===== src/rtl/sdc_pkg.sv =====
package sdc_pkg;
  localparam int REF_RATIO = 16;
  localparam int M_W       = 9;
  localparam int N_W       = 2;

  typedef enum logic [2:0] {
    TSEL_SHIFT  = 3'b000,
    TSEL_HIGH   = 3'b001,
    TSEL_REF    = 3'b010,
    TSEL_FBHALF = 3'b011,
    TSEL_FOUT   = 3'b100,
    TSEL_LOW    = 3'b101,
    TSEL_SCLKM  = 3'b110,
    TSEL_FOUT4  = 3'b111
  } tsel_e;
endpackage


===== src/rtl/sdc_ref_prescaler.sv =====
module sdc_ref_prescaler #(
  parameter int RATIO = 16
) (
  input  logic clk,
  input  logic rst_n,
  input  logic tick,
  output logic ref_clk
);
  localparam int W = $clog2(RATIO);

  logic [W-1:0] cnt_q, cnt_d;

  always_comb begin
    cnt_d = cnt_q;
    if (tick) begin
      if (cnt_q == W'(RATIO - 1)) cnt_d = '0;
      else                        cnt_d = cnt_q + W'(1);
    end
  end

  always_ff @(posedge clk or negedge rst_n) begin
    if (!rst_n) cnt_q <= '0;
    else        cnt_q <= cnt_d;
  end

  // upper half of the count is the high phase
  assign ref_clk = (cnt_q >= W'(RATIO / 2));
endmodule


===== src/rtl/sdc_m_divider.sv =====
module sdc_m_divider #(
  parameter int W = 9
) (
  input  logic         clk,
  input  logic         rst_n,
  input  logic         tick,
  input  logic [W-1:0] m_val,
  output logic         term,
  output logic         half
);
  logic [W-1:0] cnt_q, cnt_d;
  logic         term_q, term_d;
  logic         half_q, half_d;

  // down counter; ratio is reloaded only at terminal count
  always_comb begin
    cnt_d  = cnt_q;
    term_d = term_q;
    half_d = half_q;
    if (tick) begin
      if (cnt_q <= W'(1)) begin
        cnt_d  = m_val;
        term_d = 1'b1;
        half_d = ~half_q;
      end else begin
        cnt_d  = cnt_q - W'(1);
        term_d = 1'b0;
      end
    end
  end

  always_ff @(posedge clk or negedge rst_n) begin
    if (!rst_n) begin
      cnt_q  <= '0;
      term_q <= 1'b0;
      half_q <= 1'b0;
    end else begin
      cnt_q  <= cnt_d;
      term_q <= term_d;
      half_q <= half_d;
    end
  end

  assign term = term_q;
  assign half = half_q;
endmodule


===== src/rtl/sdc_out_divider.sv =====
module sdc_out_divider #(
  parameter int N_W = 2
) (
  input  logic           clk,
  input  logic           rst_n,
  input  logic           edge_tick,
  input  logic [N_W-1:0] n_sel,
  output logic           vco_lvl,
  output logic           fout,
  output logic           fout_q4,
  output logic [N_W-1:0] n_lat,
  output logic           at_wrap
);
  localparam int MAXSEL = (1 << N_W) - 1;
  localparam int WRAP_W = MAXSEL + 1;
  localparam int CW     = MAXSEL + 3;
  localparam int IDX_W  = $clog2(CW);

  logic [CW-1:0]    cnt_q, cnt_d;
  logic [N_W-1:0]   nl_q, nl_d;
  logic [IDX_W-1:0] tap_i, tap4_i;
  logic             wrap_w;

  assign wrap_w = (cnt_q[WRAP_W-1:0] == {WRAP_W{1'b1}});

  always_comb begin
    cnt_d = cnt_q;
    nl_d  = nl_q;
    if (edge_tick) begin
      cnt_d = cnt_q + CW'(1);
      if (wrap_w) nl_d = n_sel;
    end
  end

  always_ff @(posedge clk or negedge rst_n) begin
    if (!rst_n) begin
      cnt_q <= '0;
      nl_q  <= '0;
    end else begin
      cnt_q <= cnt_d;
      nl_q  <= nl_d;
    end
  end

  assign tap_i   = IDX_W'(nl_q);
  assign tap4_i  = tap_i + IDX_W'(2);
  assign vco_lvl = cnt_q[0];
  assign fout    = cnt_q[tap_i];
  assign fout_q4 = cnt_q[tap4_i];
  assign n_lat   = nl_q;
  assign at_wrap = wrap_w;
endmodule


===== src/rtl/sdc_test_mux.sv =====
module sdc_test_mux
  import sdc_pkg::*;
(
  input  logic [2:0] t_code,
  input  logic       shift_out,
  input  logic       ref_clk,
  input  logic       fb_half,
  input  logic       fout,
  input  logic       sclk_term,
  input  logic       fout_q4,
  output logic       test_out
);
  tsel_e sel;

  assign sel = tsel_e'(t_code);

  always_comb begin
    unique case (sel)
      TSEL_SHIFT:  test_out = shift_out;
      TSEL_HIGH:   test_out = 1'b1;
      TSEL_REF:    test_out = ref_clk;
      TSEL_FBHALF: test_out = fb_half;
      TSEL_FOUT:   test_out = fout;
      TSEL_LOW:    test_out = 1'b0;
      TSEL_SCLKM:  test_out = sclk_term;
      TSEL_FOUT4:  test_out = fout_q4;
      default:     test_out = 1'b0;
    endcase
  end
endmodule


===== src/rtl/synth_div_chain.sv =====
module synth_div_chain
  import sdc_pkg::*;
(
  input  logic           clk,
  input  logic           rst_n,
  input  logic           xtal_tick,
  input  logic           vco_edge,
  input  logic           sclk_rise,
  input  logic [M_W-1:0] m_val,
  input  logic [N_W-1:0] n_sel,
  input  logic [2:0]     t_code,
  input  logic           shift_out,
  output logic           ref_clk,
  output logic           fb_clk,
  output logic           fout,
  output logic           test_out
);
  logic [1:0]     rst_sync_q;
  logic           core_rst_n;
  logic           vco_lvl, vco_rise;
  logic           fb_half, sclk_term, sclk_half, fout_q4;
  logic [N_W-1:0] n_lat_w;
  logic           at_wrap_w;

  // asynchronous assert, synchronous release
  always_ff @(posedge clk or negedge rst_n) begin
    if (!rst_n) rst_sync_q <= 2'b00;
    else        rst_sync_q <= {rst_sync_q[0], 1'b1};
  end
  assign core_rst_n = rst_sync_q[1];

  sdc_ref_prescaler #(.RATIO(REF_RATIO)) u_ref (
    .clk     (clk),
    .rst_n   (core_rst_n),
    .tick    (xtal_tick),
    .ref_clk (ref_clk)
  );

  sdc_out_divider #(.N_W(N_W)) u_out (
    .clk       (clk),
    .rst_n     (core_rst_n),
    .edge_tick (vco_edge),
    .n_sel     (n_sel),
    .vco_lvl   (vco_lvl),
    .fout      (fout),
    .fout_q4   (fout_q4),
    .n_lat     (n_lat_w),
    .at_wrap   (at_wrap_w)
  );

  assign vco_rise = vco_edge & ~vco_lvl;

  sdc_m_divider #(.W(M_W)) u_fb (
    .clk   (clk),
    .rst_n (core_rst_n),
    .tick  (vco_rise),
    .m_val (m_val),
    .term  (fb_clk),
    .half  (fb_half)
  );

  sdc_m_divider #(.W(M_W)) u_sclk (
    .clk   (clk),
    .rst_n (core_rst_n),
    .tick  (sclk_rise),
    .m_val (m_val),
    .term  (sclk_term),
    .half  (sclk_half)
  );

  sdc_test_mux u_mux (
    .t_code    (t_code),
    .shift_out (shift_out),
    .ref_clk   (ref_clk),
    .fb_half   (fb_half),
    .fout      (fout),
    .sclk_term (sclk_term),
    .fout_q4   (fout_q4),
    .test_out  (test_out)
  );
endmodule


===== config.mk =====
export PLATFORM = sky130hd
export DESIGN_NAME = synth_div_chain
export DESIGN_NICKNAME = d
export VERILOG_FILES = /design/src/rtl/sdc_pkg.sv /design/src/rtl/sdc_ref_prescaler.sv /design/src/rtl/sdc_m_divider.sv /design/src/rtl/sdc_out_divider.sv /design/src/rtl/sdc_test_mux.sv /design/src/rtl/synth_div_chain.sv
export SDC_FILE = /design/constraint.sdc
export NUM_CORES = 1
export LEC_CHECK = 0
export ABC_AREA = 1
export ABC_CLOCK_PERIOD_IN_PS = 1460
export CAP_MARGIN = 5
export CORE_UTILIZATION = 64
export DETAILED_ROUTE_END_ITERATION = 8
export DONT_BUFFER_PORTS = 1
export PLACE_DENSITY = 0.76
export SETUP_SLACK_MARGIN = 0.2
export SYNTH_ARGS = -nofsm -noshare
export SYNTH_HDL_FRONTEND = slang
export SYNTH_HIERARCHICAL = 1
export SYNTH_SLANG_ARGS = --single-unit

===== constraint.sdc =====
create_clock -name clk -period 1.46 [get_ports clk]
set_input_delay 0.146 -clock clk [delete_from_list [all_inputs] [get_ports clk]]
set_output_delay 0.146 -clock clk [all_outputs]
set_load 0.02 [all_outputs]

==> impl_metrics.ini, run 1 <==
[run_status]
status = finished with violations
violations = negative setup slack

[floorplanning]
die_h_um = 63.6
num_rows = 22
core-area_um2 = 3660
ios = 24
dieArea_um2 = 4040
floorplan.initialDensity_pct = 66.3
die_w_um = 63.6

[global_routing]
grt-ovfl-total = 0
grt_pass1_wl_um = 9960
grt_pass1_vias = 2255
grt_usage_pct = 31.9
grt_start_max_net_pins = 34
antenna_found_initial = 0

[detailed_routing]
drt_wl_total_um = 6830
avgRoutedWirePerCell_um = 15.6
first_pass_iters = 4
wl_met2_um = 3360
viasPerCell = 5.54
met1_length_um = 2630
vias = 2432
ant_nets = 0
routed.top_layer = met4
wl_met3_um = 635
drc = 0
drt_iter0_drc = 214

[critical_path]
worst_path_max_delay_cell = dfrtp_1
worst_ep_required_time_ns = 1.31
cp_common_cell = nand2_1
reg2reg_slack_ns = -0.06
path_class = flip-flop to primary output
reg2reg_from = u_fb/cnt_q[5]
path_buf_inv = 1
max_stage_delay_ns = 0.43
path_cells = nand2_1 -> o21ai_2 -> nand2_1 -> nand2_1 -> inv_1 -> a21oi_2 -> nand3_1 -> nand2_2
reg2regPathDepth = 6
cp-end-kind = primary output
crit_arrival_ns = 1.45
cp_max_fo = 5
crit_path_start_kind = flip-flop
cp_top_family = simple AND/OR/NAND/NOR gates
reg2reg_to = u_fb/cnt_q[5]

[clock_network]
h-tree-depth = 2
clk_pin_slew_ns = 0.08
cts-root-buf = clkbuf_8
clock_latency_ns = 0.30
cts_buffers = 5
cts_tree = yes
cts_max_path_buffers = 2
cts.sinks = 35

[timing]
rsz0062_at_grt = true
slew_violations = 0
finalCriticalPeriod_ns = 1.60
fin_ws_ns = -0.140
slew_headroom_pct = 60.4
worst_pin_slew_ns = 0.592
finalClockSkew_ns = 0.0131
fmax_ghz = 0.625
finalHoldViolCount = 0
fin_crit_sh_pct = 110
setup-violations-final = 7

[place]
io_buffers = 0
hpwl_um = 3620
dp.cells = 409
place_area_um2 = 2600
gp_congestion = 0.875

[power]
finalPower_w = 0.00639
power.density_nw_per_um2 = 2030
leakagePower_nw = 1.71
vdd_ir_drop_max_uv = 1450

[cells_and_area]
nNetsFinal = 417
areaGrowthSynthToFinish_pct = 29.9
nFillCells = 213
seqCellArea_um2 = 881
multi_input_area_um2 = 1640
n_antenna_cell = 0
drive_gt1_share_pct = 32.5
final_cell_area_um2 = 3150
fin_cells = 439

[synthesis]
netlist_area_um2 = 2430
yosys_warnings = 6
synthCells = 355
postSynthAreaPerCell_um2 = 6.83
syn_nets = 382

[hold_path]
hp-class = primary input to flip-flop
min_path_cells = 3
min_to = u_ref/cnt_q[0]
hold_start = xtal_tick

[job]
drv_cap = 0
cell type report:
cell class / count / share of cell area (%)
multi-input cells: 257 / 52.1
flip-flops and latches: 35 / 27.9
repair buffers: 29 / 7.82
inverters: 62 / 7.50
clock buffers: 6 / 2.30
well taps: 48 / 1.91
clock inverters: 2 / 0.397
worst reg2reg max path, cell delays in order (launching register included):
cell     delay (ns)
dfrtp_1        0.44
nor2_2         0.28
nand4_4        0.27
nand2_4        0.19
nand2_1        0.08
nand3_1        0.09
nand2_1        0.06
worst max-delay path by stage:
stage                               start              end  slack, ns  cells after the start
after floorplan           u_sclk/cnt_q[1]  u_sclk/cnt_q[7]       0.13                      9
after CTS                  u_out/cnt_q[3]         test_out      -0.08                      8
after detailed placement    u_fb/cnt_q[1]        u_fb/half       0.01                      8
final                      u_out/cnt_q[3]         test_out      -0.14                      8
after global routing       u_out/cnt_q[3]         test_out      -0.23                      8
after global placement      u_fb/cnt_q[7]        u_fb/half       0.06                      5
state kept, by name (all words and copies together) (netlist names):
signal        cells
u_sclk/cnt_q      9
rst_sync_q        2
u_ref/cnt_q       4
u_fb/cnt_q        9
u_sclk/term       1
u_fb/half         1
u_fb/term         1
u_out/cnt_q       6
u_out/n_lat       2
power breakdown:
| part | switching (W) | internal (W) |
|---|---|---|
| registers | 0.000579 | 0.00140 |
| clock network | 0.000362 | 0.000333 |
| logic | 0.00223 | 0.00149 |
| total | 0.00317 | 0.00322 |
what timing repair did:
action | CTS | global route
gates resized for setup | 51 | 26
setup endpoints to repair | 23 | 23
pin swaps | 18 | 21
setup buffers | 13 | 0
hold buffers | 7 | 0
gates cloned | 2 | 0
endpoints found under the hold margin | 17 | 0
through the flow:
step	TNS, ns	hold slack, ns	setup slack (ns)	utilization (%)
CTS	-0.0811	0.00882	-0.0811	83.5
finish	-0.294	0.0126	-0.140	86.1
global placement	0	-0.150	0.0608	71.0
detailed placement	0	-0.150	0.0120	71.0
global route	-2.10	0.0367	-0.227	86.1
floorplan	0	-0.150	0.131	-
metal layers:
layer  GRT usage (%)  vias to the layer above
met4            9.09                        0
met3            9.42                       25
met1            36.8                     1135
li1                -                     1156
met5               0                        -
met2            56.5                      116
cell usage in the layout, fill, tap and decap left out, types with 2 or more instances in the layout:
cell and instances:
buf_4 19, buf_6 3, clkbuf_8 5, clkinv_1 3
clkinv_2 2, dfrtp_1 31, dfrtp_2 4, dlygate4sd3_1 7
ha_1 3, ha_4 3, inv_1 49, inv_2 8
nand2_1 104, nand2_2 16, nand2_4 19, nand2_8 2
nand3_1 28, nand3_2 17, nand4_4 2, nor2_1 12
nor2_2 11, nor2_4 10, o211ai_1 2, o21ai_0 14
or2_0 2, xnor2_1 2, xor2_1 3
No activity file was read; power rests on OpenSTA's default activity.
==> inputs of run 2 (changes only) <==
--- a/config.mk
+++ b/config.mk
@@ -6,12 +6,14 @@
 export NUM_CORES = 1
 export LEC_CHECK = 0
 export ABC_AREA = 1
-export ABC_CLOCK_PERIOD_IN_PS = 1460
+export ABC_CLOCK_PERIOD_IN_PS = 1800
 export CAP_MARGIN = 5
+export CORE_ASPECT_RATIO = 1.1
 export CORE_UTILIZATION = 64
 export DETAILED_ROUTE_END_ITERATION = 8
 export DONT_BUFFER_PORTS = 1
 export PLACE_DENSITY = 0.76
+export RECOVER_POWER = 25
 export SETUP_SLACK_MARGIN = 0.2
 export SYNTH_ARGS = -nofsm -noshare
 export SYNTH_HDL_FRONTEND = slang
==> constraint.sdc (replaced) <==
create_clock -name clk -period 1.8 [get_ports clk]
set_input_delay 0.18 -clock clk [delete_from_list [all_inputs] [get_ports clk]]
set_output_delay 0.18 -clock clk [all_outputs]
set_load 0.02 [all_outputs]
==> run 2 against run 1 <==
  * The flow now finishes without violations
  * Highest routed layer unchanged
  * Critical path depth unchanged
  * Global-route usage decreased by 4.6 points
  * Sequential share of layout area increased by 4.7 points
==> impl_metrics.ini, run 2 (same netlist as run 1, synthesis figures left out) <==
[power]
netSwitchingFraction_pct = 47.0
vdd_ir_drop_max_uv = 888
power.density_nw_per_um2 = 1590
seqPwrFrac_pct = 36.8
power_frac_clock_pct = 15.0
combPwrFrac_pct = 48.3
leakagePower_nw = 1.49
p_switching_w = 0.00201
internal-power_w = 0.00227

[floorplanning]
num_rows = 23
die_w_um = 60.7
core-area_um2 = 3630
floorplan.initialDensity_pct = 66.9
die_h_um = 66.6
ios = 24
dieArea_um2 = 4040

[detailed_routing]
drt_iter0_drc = 105
avgRoutedWirePerCell_um = 11.8
vias = 2132
viasPerCell = 5.08
first_pass_iters = 4
drc = 0
ant_nets = 0
drt_wl_total_um = 4960

[global_routing]
grt_busiest_layer = met2
grt_usage_pct = 27.3
grt_util_met3_pct = 9.71
antenna_found_initial = 0
grt-ovfl-total = 0
grt_pass1_wl_um = 8030
met2_usage_pct = 45.2
grt_start_max_net_pins = 27
grt.met1_usage_pct = 30.9
grt_pass1_vias = 1936

[timing]
fmax_ghz = 0.637
rsz0062_at_grt = true
finalClockSkew_ns = 0.0102
fin_ws_ns = 0.229
fin_crit_sh_pct = 87.3
slew_headroom_pct = 55.9
finalCriticalPeriod_ns = 1.57
finalHoldViolCount = 0
worst_pin_slew_ns = 0.661
fin_setup_tns_ns = 0
setup-violations-final = 0
slew_violations = 0

[run_status]
status = finished, final reports clean

[hold_path]
hp-class = primary input to flip-flop
min_path_cells = 2
hold_start = n_sel[1]
min_to = u_out/n_lat[1]

[cells_and_area]
multi_input_area_um2 = 1340
reg_top3 = u_fb/cnt_q x9, u_sclk/cnt_q x9, u_out/cnt_q x6
utilization_pct = 74.1
layout_common_cells = 128 x nand2_1, 55 x inv_1, 44 x nand3_1
areaGrowthSynthToFinish_pct = 10.7
n_antenna_cell = 0
nFillCells = 318
nNetsFinal = 396
seqCellArea_um2 = 877
final_common_cell = nand2_1
drive_gt1_share_pct = 13.0

[clock_network]
h-tree-depth = 2
cts-root-buf = clkbuf_8
clk_pin_slew_ns = 0.06
cts.sinks = 35
clock_latency_ns = 0.29
cts_max_path_buffers = 2
cts_tree = yes
cts_buffers = 5

[place]
hpwl_um = 3660
gp_congestion = 0.832
preCtsSetupSlack_ns = 0.262
io_buffers = 0

[critical_path]
crit_path_start_kind = flip-flop
reg2reg_slack_ns = 0.30
cp_max_fo = 3
reg2regPathDepth = 8
worst_ep_required_time_ns = 1.62
reg2reg_from = u_fb/cnt_q[1]
path_class = flip-flop to primary output
crit_arrival_ns = 1.39
cp-end-kind = primary output
reg2reg_to = u_fb/half

[job]
drv_cap = 0
## run 2: cell types whose count changed in the layout (fill, tap and decap cells not counted), sizes merged
cell / delta
buf: -18
clkbuf: +3
clkinv: -1
clkinvlp: -1
dlygate4sd3: -3
nand2: -1
## run 2: per-layer routing
layer | vias up | part of all wire (%)
met5 | - | 0
li1 | 1110 | -
met1 | 968 | 45
met4 | 0 | 2.2
met2 | 44 | 47
met3 | 10 | 5.5
## run 2: repair_timing
item	CTS	global route
resized for setup	4	5
cloned	0	1
hold buffers	4	0
pin swaps	0	5
buffers inserted	0	2
endpoints found under the setup margin	1	19
endpoints found under the hold margin	6	0
## run 2: worst max-delay path by stage
stage | startpoint | slack, ns | cells after the start | end
floorplan | u_fb/cnt_q[1] | 0.39 | 8 | u_fb/half
global placement | u_fb/cnt_q[1] | 0.31 | 9 | u_fb/cnt_q[3]
detailed placement | u_fb/cnt_q[1] | 0.26 | 9 | u_fb/cnt_q[3]
CTS | u_out/n_lat[0] | 0.20 | 7 | test_out
global route | u_out/cnt_q[2] | 0.08 | 8 | test_out
finish | u_out/cnt_q[2] | 0.23 | 8 | test_out
## run 2: power by group through the flow
stage	combinational, W	clock, W	sequential, W
6_report	0.00206	0.000639	0.00157
5_1_grt	0.00237	0.000685	0.00162
4_1_cts	0.00200	0.000657	0.00156
3_5_place_dp	0.00197	0	0.00157
3_3_place_gp	0.00191	0	0.00156
2_1_floorplan	0.00165	0	0.00145
## run 2: area by class of cell
type / instances / area share [%]
inverter: 62 / 8.71
clock buffer: 8 / 3.73
sequential: 35 / 32.7
tap: 50 / 2.33
multi-input combinational: 256 / 49.8
timing repair buffer: 9 / 2.80
## run 2: through the flow
| step | area [um^2] | cells | hold WS [ns] | total power, W |
|---|---|---|---|---|
| floorplan | 2430 | 355 | -0.116 | 0.00310 |
| global placement | 2510 | 405 | -0.116 | 0.00347 |
| detailed placement | 2510 | 405 | -0.116 | 0.00354 |
| CTS | 2660 | 417 | 0.00131 | 0.00422 |
| global route | 2690 | 420 | 0.00480 | 0.00467 |
| finish | 2690 | 420 | 0.00915 | 0.00427 |
## run 2: worst max-delay path: stages (launching register included)
cell and delay [ns]:
dfrtp_1 0.38, inv_1 0.06, o21ai_2 0.14, nand2_1 0.06
nand2_1 0.07, inv_1 0.05, a21oi_2 0.11, nand3_1 0.10
nand2_2 0.13
==> inputs of run 3 (changes only) <==
--- a/config.mk
+++ b/config.mk
@@ -6,13 +6,13 @@
 export NUM_CORES = 1
 export LEC_CHECK = 0
 export ABC_AREA = 1
-export ABC_CLOCK_PERIOD_IN_PS = 1800
+export ABC_CLOCK_PERIOD_IN_PS = 1390
 export CAP_MARGIN = 5
 export CORE_ASPECT_RATIO = 1.1
-export CORE_UTILIZATION = 64
+export CORE_UTILIZATION = 57
 export DETAILED_ROUTE_END_ITERATION = 8
 export DONT_BUFFER_PORTS = 1
-export PLACE_DENSITY = 0.76
+export PLACE_DENSITY = 0.71
 export RECOVER_POWER = 25
 export SETUP_SLACK_MARGIN = 0.2
 export SYNTH_ARGS = -nofsm -noshare
==> constraint.sdc (replaced) <==
create_clock -name clk -period 1.39 [get_ports clk]
set_input_delay 0.139 -clock clk [delete_from_list [all_inputs] [get_ports clk]]
set_output_delay 0.139 -clock clk [all_outputs]
set_load 0.02 [all_outputs]
==> run 3 against run 2 <==
  * The flow now finishes with violations (negative setup slack)
  * Final cell count up 7.4%
  * Register-to-register slack worse by 0.40 ns
  * Critical path depth down 1
  * Total power up 59%
  * Largest cell class unchanged
  * Highest routed layer unchanged
==> impl_metrics.ini, run 3 (same netlist as run 1, synthesis figures left out) <==
[critical_path]
path_buf_inv = 1
worst_path_max_delay_cell = dfrtp_2
cp_max_fo = 7
cp_top_family = flip-flops
max_stage_delay_ns = 0.45
worst_ep_required_time_ns = 1.25
crit_path_start_kind = flip-flop
cp_common_cell = nand2_1
crit_arrival_ns = 1.41
path_class = flip-flop to primary output
path_cells = o21ai_2 -> nand2_1 -> nand2_1 -> inv_1 -> a21oi_2 -> nand3_2 -> nand2_4
cp-end-kind = primary output
reg2reg_slack_ns = -0.10

[detailed_routing]
drc = 0
vias = 2370
first_pass_iters = 5
ant_nets = 0
viasPerCell = 5.25
drt_wl_total_um = 6350
avgRoutedWirePerCell_um = 14.1
drt_iter0_drc = 85

[timing]
fin_ws_ns = -0.161
fmax_ghz = 0.645
finalClockSkew_ns = 0.00836
worst_pin_slew_ns = 0.873
rsz0062_at_grt = true
finalCriticalPeriod_ns = 1.55
finalHoldViolCount = 0
slew_headroom_pct = 41.8
fin_crit_sh_pct = 112
slew_violations = 0
setup-violations-final = 21

[power]
power.density_nw_per_um2 = 2100
vdd_ir_drop_max_uv = 1420
leakagePower_nw = 1.75

[floorplanning]
ios = 24
num_rows = 24
floorplan.initialDensity_pct = 60.3
dieArea_um2 = 4520
core-area_um2 = 4020
die_h_um = 70.4
die_w_um = 64.2

[cells_and_area]
utilization_pct = 80.5
layout_common_cells = 101 x nand2_1, 50 x inv_1, 31 x dfrtp_1
drive_gt1_share_pct = 35.8
areaGrowthSynthToFinish_pct = 33.6
reg_top3 = u_fb/cnt_q x9, u_sclk/cnt_q x9, u_out/cnt_q x6
final_common_cell = nand2_1
fin_cells = 451
n_antenna_cell = 0
nNetsFinal = 426

[global_routing]
grt_pass1_vias = 2349
grt_start_max_net_pins = 34
grt-ovfl-total = 0
grt_pass1_wl_um = 10100
antenna_found_initial = 0
grt_usage_pct = 28.9

[clock_network]
h-tree-depth = 2
cts_max_path_buffers = 2
cts-root-buf = clkbuf_8
cts_tree = yes
cts_buffers = 5
clk_pin_slew_ns = 0.07
clock_latency_ns = 0.29
cts.sinks = 35

[place]
dp.cells = 424
io_buffers = 0
hpwl_um = 3750
gp_congestion = 0.842

[hold_path]
hp-class = primary input to flip-flop

[job]
drv_cap = 0

[run_status]
status = finished with violations
violations = negative setup slack
run 3: changes by cell type in the layout (fill, tap and decap cells not counted), moves of 5 or more:
cell,change
nand2_4,+11
nor2_4,+6
nand3_2,+19
inv_1,-5
buf_4,+24
nor2_1,-8
nand3_1,-19
nand2_2,+17
inv_2,+5
nand2_1,-27
run 3: path summary, 6_finish.rpt:
| check | from | end | cells after the start |
|---|---|---|---|
| min in group asynchronous | rst_n | rst_sync_q[1] | 1 |
| setup / recovery | u_out/n_lat[0] | test_out | 7 |
| hold / removal | xtal_tick | u_ref/cnt_q[0] | 3 |
| hold reg to reg | rst_sync_q[0] | rst_sync_q[1] | 0 |
| setup reg to reg | u_sclk/cnt_q[5] | u_sclk/cnt_q[7] | 8 |
| max in group asynchronous | rst_sync_q[1] | u_sclk/cnt_q[0] | 1 |
run 3: worst reg2reg max path: cells and delay by family (launching register included):
kind | cells | cell delay, ns
buffers and inverters | 1 | 0.09
flip-flops | 1 | 0.46
AND/OR/NAND/NOR | 7 | 0.84
run 3: layout make-up:
class	count	area, um^2
clock buffers	6	82.6
clock inverters	1	5.00
fillers	253	783
inverters	62	234
multi-input cells	257	1660
flip-flops and latches	35	881
well taps	52	65.1
repair buffers	38	309
run 3: repair_timing:
action                     in CTS  in global routing
hold endpoints to repair       18                  0
buffers inserted                8                  4
gates cloned                    2                  0
resized for setup              48                 37
hold buffers                    6                  0
setup endpoints to repair      24                 25
pin swaps                      10                 28
run 3: through the flow:
step / hold WS [ns] / power (W) / cell area (um^2) / worst slack (ns) / TNS [ns]
3_5_place_dp: -0.157 / 0.00502 / 2690 / -0.0396 / -0.169
4_1_cts: 0.0103 / 0.00634 / 3080 / -0.155 / -0.212
3_3_place_gp: -0.157 / 0.00494 / 2690 / 0.0150 / 0
5_1_grt: 0.0286 / 0.00731 / 3240 / -0.230 / -2.51
2_1_floorplan: -0.157 / 0.00414 / 2480 / 0.0610 / 0
6_report: 0.0138 / 0.00679 / 3240 / -0.161 / -1.45
run 3: layer usage:
metal  vias up  GRT usage, %  wire, um  part of all wire, %
met1      1096          34.2      2580                   41
met5         -             0         0                    0
li1       1171             -         -                    -
met2        82          50.0      3160                   50
met3        21          8.66       425                  6.7
met4         0          8.64       182                  2.9
run 3: power breakdown:
group	switching (W)	total, W	internal, W
logic	0.00224	0.00395	0.00171
clock network	0.000380	0.000769	0.000389
registers	0.000608	0.00208	0.00147
total	0.00323	0.00679	0.00357
